File: config.mk
export PLATFORM = sky130hd
export DESIGN_NAME = selirq_unit
export DESIGN_NICKNAME = d
export VERILOG_FILES = /design/src/rtl/selirq_pkg.sv /design/src/rtl/selirq_hold_qual.sv /design/src/rtl/selirq_match.sv /design/src/rtl/selirq_core.sv /design/src/rtl/selirq_unit.sv
export SDC_FILE = /design/constraint.sdc
export NUM_CORES = 1
export LEC_CHECK = 0
export BUFFER_PORTS_ARGS = -buffer_cell sky130_fd_sc_hd__clkbuf_2
export CORE_MARGIN = 1.5
export CORE_UTILIZATION = 42
export CTS_BUF_LIST = sky130_fd_sc_hd__clkbuf_8
export CTS_CLUSTER_DIAMETER = 50
export DETAILED_ROUTE_END_ITERATION = 12
export PLACE_DENSITY_LB_ADDON = 0.3
export SYNTH_ARGS = -nofsm -noshare
export SYNTH_HDL_FRONTEND = slang
export SYNTH_HIERARCHICAL = 1
export SYNTH_SLANG_ARGS = --single-unit
File: constraint.sdc
create_clock -name clk -period 1.4 [get_ports clk]
set_input_delay 0.07 -clock clk [delete_from_list [all_inputs] [get_ports clk]]
set_output_delay 0.07 -clock clk [all_outputs]
set_load 0.02 [all_outputs]
File: src/rtl/selirq_pkg.sv
package selirq_pkg;
  // Source index order of src_evt / src_en
  localparam int SRC_EOP   = 0;
  localparam int SRC_BRST  = 1;
  localparam int SRC_PAR   = 2;
  localparam int SRC_PHASE = 3;
  localparam int SRC_DISC  = 4;
  localparam int N_SRC     = 5;

  typedef enum logic [1:0] {
    KIND_NONE  = 2'b00,
    KIND_SEL   = 2'b01,
    KIND_RESEL = 2'b10
  } sel_kind_e;
endpackage

File: src/rtl/selirq_hold_qual.sv
// Counts consecutive cycles of an input level. LEVEL=0 gives a single
// pulse in the CYC-th cycle; LEVEL=1 gives a level from that cycle onward.
module selirq_hold_qual #(
  parameter int CYC   = 4,
  parameter bit LEVEL = 1'b0
) (
  input  logic clk,
  input  logic rst_n,
  input  logic in_lvl,
  output logic q_o
);
  localparam int CW = $clog2(CYC + 1);
  localparam logic [CW-1:0] LAST = CW'(CYC - 1);
  localparam logic [CW-1:0] SAT  = CW'(CYC);

  logic [CW-1:0] cnt_q, cnt_d;
  logic          cnt_en;

  always_comb begin
    cnt_en = in_lvl | (cnt_q != '0);
    if (!in_lvl)
      cnt_d = '0;
    else if (cnt_q != SAT)
      cnt_d = cnt_q + 1'b1;
    else
      cnt_d = cnt_q;
  end

  always_ff @(posedge clk or negedge rst_n) begin
    if (!rst_n)
      cnt_q <= '0;
    else if (cnt_en)
      cnt_q <= cnt_d;
  end

  generate
    if (LEVEL) begin : g_level
      assign q_o = in_lvl & (cnt_q >= LAST);
    end else begin : g_pulse
      assign q_o = in_lvl & (cnt_q == LAST);
    end
  endgenerate
endmodule

File: src/rtl/selirq_match.sv
// Selection condition: select asserted, busy released, any ID bit matching.
module selirq_match #(
  parameter int ID_W = 8
) (
  input  logic            bus_sel,
  input  logic            bus_bsy,
  input  logic [ID_W-1:0] bus_data,
  input  logic [ID_W-1:0] sel_mask,
  output logic            cond_o
);
  logic [ID_W-1:0] hit;

  always_comb begin
    hit    = bus_data & sel_mask;
    cond_o = bus_sel & ~bus_bsy & (|hit);
  end
endmodule

File: src/rtl/selirq_core.sv
module selirq_core #(
  parameter int N_SRC = selirq_pkg::N_SRC
) (
  input  logic             clk,
  input  logic             rst_n,
  input  logic             sel_fire,
  input  logic             bus_io,
  input  logic             par_chk_en,
  input  logic             par_err,
  input  logic [N_SRC-1:0] src_evt,
  input  logic [N_SRC-1:0] src_en,
  input  logic             clr_rd,
  input  logic             rst_held,
  output logic             irq,
  output selirq_pkg::sel_kind_e kind
);
  import selirq_pkg::*;

  logic [N_SRC-1:0] gated;
  logic             sel_ok, set_any;
  logic             irq_q, irq_d, irq_en;
  sel_kind_e        kind_q, kind_d;
  logic             kind_en;

  generate
    for (genvar i = 0; i < N_SRC; i++) begin : g_src
      assign gated[i] = src_evt[i] & src_en[i];
    end
  endgenerate

  always_comb begin
    sel_ok  = sel_fire & ~(par_chk_en & par_err);
    set_any = sel_ok | (|gated);

    // priority: qualified external reset, new cause, clear read
    if (rst_held)
      irq_d = 1'b0;
    else if (set_any)
      irq_d = 1'b1;
    else if (clr_rd)
      irq_d = 1'b0;
    else
      irq_d = irq_q;
    irq_en = rst_held | set_any | clr_rd;

    if (rst_held)
      kind_d = KIND_NONE;
    else if (sel_ok)
      kind_d = bus_io ? KIND_RESEL : KIND_SEL;
    else if (clr_rd)
      kind_d = KIND_NONE;
    else
      kind_d = kind_q;
    kind_en = rst_held | sel_ok | clr_rd;
  end

  always_ff @(posedge clk or negedge rst_n) begin
    if (!rst_n)
      irq_q <= 1'b0;
    else if (irq_en)
      irq_q <= irq_d;
  end

  always_ff @(posedge clk or negedge rst_n) begin
    if (!rst_n)
      kind_q <= KIND_NONE;
    else if (kind_en)
      kind_q <= kind_d;
  end

  assign irq  = irq_q;
  assign kind = kind_q;
endmodule

File: src/rtl/selirq_unit.sv
module selirq_unit #(
  parameter int ID_W       = 8,
  parameter int N_SRC      = selirq_pkg::N_SRC,
  parameter int SETTLE_CYC = 4,
  parameter int RST_CYC    = 50
) (
  input  logic             clk,
  input  logic             rst_n,
  input  logic             bus_sel,
  input  logic             bus_bsy,
  input  logic             bus_io,
  input  logic [ID_W-1:0]  bus_data,
  input  logic [ID_W-1:0]  sel_mask,
  input  logic             par_chk_en,
  input  logic             par_err,
  input  logic [N_SRC-1:0] src_evt,
  input  logic [N_SRC-1:0] src_en,
  input  logic             clr_rd,
  input  logic             ext_rst,
  output logic             irq,
  output logic             sel_last,
  output logic             resel_last
);
  import selirq_pkg::*;

  logic      sel_cond, sel_fire, rst_held;
  sel_kind_e kind;

  selirq_match #(.ID_W(ID_W)) u_match (
    .bus_sel  (bus_sel),
    .bus_bsy  (bus_bsy),
    .bus_data (bus_data),
    .sel_mask (sel_mask),
    .cond_o   (sel_cond)
  );

  selirq_hold_qual #(.CYC(SETTLE_CYC), .LEVEL(1'b0)) u_settle (
    .clk    (clk),
    .rst_n  (rst_n),
    .in_lvl (sel_cond),
    .q_o    (sel_fire)
  );

  selirq_hold_qual #(.CYC(RST_CYC), .LEVEL(1'b1)) u_rstq (
    .clk    (clk),
    .rst_n  (rst_n),
    .in_lvl (ext_rst),
    .q_o    (rst_held)
  );

  selirq_core #(.N_SRC(N_SRC)) u_core (
    .clk        (clk),
    .rst_n      (rst_n),
    .sel_fire   (sel_fire),
    .bus_io     (bus_io),
    .par_chk_en (par_chk_en),
    .par_err    (par_err),
    .src_evt    (src_evt),
    .src_en     (src_en),
    .clr_rd     (clr_rd),
    .rst_held   (rst_held),
    .irq        (irq),
    .kind       (kind)
  );

  assign sel_last   = (kind == KIND_SEL);
  assign resel_last = (kind == KIND_RESEL);
endmodule

==> results.cfg <==
[synth]
postSynthCellCount = 78
ys_ff_latch = 12
async_flop_share = 1.00
synth.net_count = 121
synth_edf_count = 0
synth_area_sq_um = 771
syn_area_per_cell_sq_um = 9.88
ys_warn_count = 6
ys.flop_type = dfrtp_1
synth.distinct_cells = 31
ys_seq_area_frac = 0.390

[floorplanning]
start_util = 0.446
design.portCount = 38
fp.dieH_um = 45.8
die_w_um = 45.8
core_sq_um = 1730
rows = 15
dieArea_sq_um = 2100

[timing]
clock_skew_ns = 0.00456
fin_ws_ns = -0.176
post-route-period-util = 1.13
setup_viol = 4
rsz0062_at_grt = true
drv_slew = 0
slew_headroom = 0.693
max_freq_ghz = 0.635
finalCriticalPeriod_ns = 1.58
worstMarginPinSlew_ns = 0.459
finalHoldViolations = 0

[detailed_routing]
ant_nets = 0
vias_per_cell = 5.09
drc = 0
wl_per_cell_um = 11.7
wirelength_mm = 1.78
drt-pass1-iter-count = 4
vias = 773
drt_iter0_drc = 17

[global_routing]
grt_use_total = 0.177
grt_pass1_vias = 686
antenna_found_initial = 0
grt_overflow_total = 0
grt_max_degree = 13
grt_first_pass_wirelength_mm = 2.61

[hold_path]
min_to = u_core/kind[1]$_DFFE_PN0P_
holdPathStages = 3
worst_hold_path_type = primary input to flip-flop
hold_start = bus_io

[power]
power.internal_mw = 0.926
switchingPower_mw = 0.416
peakVddDrop_mv = 0.540
switching_share = 0.310
total_power_mw = 1.34
p_leak_nw = 0.573
p_per_area_nw_per_um2 = 1160
p_comb_frac = 0.376
seqPwrFrac = 0.341
clock_power_share = 0.282

[cells_and_area]
finalNetCount = 171
instances_no_fill = 152
diodes = 0
final_layout_size_suffix_gt1_frac = 0.496
multi_input_area_sq_um = 488
final_cell_area_sq_um = 1160
synthToLayoutAreaGrowth_pct = 50.0
fill_cells = 138
seq_area_sq_um = 300

[clocking]
cts_tree = done
clock_path_buffers = 2
insertion_delay_ns = 0.24
cts-root-buf = clkbuf_8
cts-htree-levels = 1
clk_pin_slew_worst_paths_ns = 0.05
cts_made_buffers = 3
cts_sinks = 12

[critical_path]
reg2reg_slack_ns = -0.18
cp-end-kind = flip-flop
rr_endpoint = u_core/kind[0]$_DFFE_PN0P_
path_cells = ha_2, ha_2, and2_4, a21boi_4, or3b_1, a21oi_2
critical_path.max_stage_delay_ns = 0.39
rr_startpoint = u_settle/cnt_q[1]$_DFFE_PN0P_
crit_slowest_cell = dfrtp_1
r2r_cells = 6
worstPathArrival_ns = 1.74
critPathKind = flip-flop to flip-flop
worstPathMaxFanout = 5
worstPathRequired_ns = 1.56
crit_top_cell = ha_2
start_kind = flip-flop

[run_status]
failed_checks = setup timing
outcome = complete, but fails checks

[run]
maxCapViolCount = 0

[placed_design]
dp_hpwl_mm = 1.39
io_buffers = 37
place_inst = 146
gp_congestion = 0.799
dpl_cell_area_sq_um = 1050
layer usage:
metal  vias to the layer above  wire length [um]  track usage
li1                        379                 -            -
met1                       354               693        0.183
met2                        38               950        0.318
met3                         2               117       0.0278
met4                         0                19        0.126
met5                         -                 0            0
cell usage after synthesis (2+ instances only):
cell,n,area share
dfrtp_1,12,0.39
nand3_1,3,0.019
a31oi_1,2,0.016
a21boi_0,2,0.019
xnor2_1,2,0.023
ha_1,8,0.13
a21oi_1,3,0.019
xor2_1,2,0.023
inv_1,9,0.044
nor2_1,4,0.019
and2_1,2,0.016
nand2_1,4,0.019
or3b_1,2,0.023
a22oi_1,6,0.058
metrics by stage:
stage / TNS (ns) / setup slack (ns) / util / hold WS [ns]
finish: -0.492 / -0.176 / 0.670 / 0.0752
detailed placement: -0.440 / -0.181 / 0.606 / -0.0291
global route: -0.813 / -0.222 / 0.670 / 0.111
floorplan: -0.200 / -0.0995 / - / -0.226
CTS: -0.493 / -0.178 / 0.661 / 0.0550
global placement: -0.254 / -0.105 / 0.606 / -0.0314
repair_timing:
action / 4_1_cts / 5_1_grt
pin swaps: 1 / 4
buffers inserted: 1 / 0
resized for setup: 5 / 5
setup endpoints to repair: 4 / 7
hold buffers: 1 / 0
hold endpoints to repair: 12 / 0
cell families after synthesis:
family,after synthesis,share of synthesized area
fa+ha+maj,8,0.130
compound gates,22,0.209
mux,1,0.0130
simple gates,22,0.169
buf+inv,9,0.0438
xor+xnor,4,0.0455
flops,12,0.390
layout by cell type, fill, tap and decap left out, drive strengths merged, types with 3 or more instances in the layout:
master  netlist  routed
a21boi        3       3
a21oi         3       3
a22oi         6       6
buf           0       7
clkbuf        0      41
dfrtp        12      12
ha            8       8
inv           9       9
nand2         4       4
nand3         3       3
nor2          4       4
or3b          3       3
worst max path at each step:
stage	start	slack (ns)	end
finish	u_settle/cnt_q[1]$_DFFE_PN0P_	-0.18	u_core/kind[0]$_DFFE_PN0P_
floorplan	u_settle/cnt_q[0]$_DFFE_PN0P_	-0.1	u_core/kind[0]$_DFFE_PN0P_
global placement	u_settle/cnt_q[0]$_DFFE_PN0P_	-0.11	u_core/kind[1]$_DFFE_PN0P_
detailed placement	u_settle/cnt_q[0]$_DFFE_PN0P_	-0.18	u_core/kind[1]$_DFFE_PN0P_
CTS	u_settle/cnt_q[0]$_DFFE_PN0P_	-0.18	u_core/kind[1]$_DFFE_PN0P_
global route	u_settle/cnt_q[0]$_DFFE_PN0P_	-0.22	u_core/kind[1]$_DFFE_PN0P_
sequential cells by signal, summed over array words and instances (netlist names):
| register | flops |
|---|---|
| u_core/irq | 1 |
| u_core/kind | 2 |
| u_rstq/cnt_q | 6 |
| u_settle/cnt_q | 3 |
power groups by stage:
stage / clock network, mW / registers [mW] / logic [mW]
2_1_floorplan: 0 / 0.466 / 0.268
3_3_place_gp: 0 / 0.455 / 0.445
3_5_place_dp: 0 / 0.462 / 0.461
4_1_cts: 0.393 / 0.456 / 0.484
5_1_grt: 0.402 / 0.465 / 0.574
6_report: 0.379 / 0.458 / 0.505
area by class of cell:
| type | count | area share |
|---|---|---|
| multi-input combinational | 57 | 0.422 |
| sequential | 12 | 0.260 |
| timing repair buffer | 45 | 0.214 |
| clock buffer | 4 | 0.0476 |
| inverter | 9 | 0.0292 |
| tap | 25 | 0.0271 |
critical path, delay by kind of cell (launching register included):
| kind | cells | cell delay, ns |
|---|---|---|
| DFF | 1 | 0.39 |
| AOI/OAI and AO/OA | 2 | 0.27 |
| adders and majority gates | 2 | 0.33 |
| and+or+nand+nor | 2 | 0.51 |
Power figures use the tool's default switching activity.
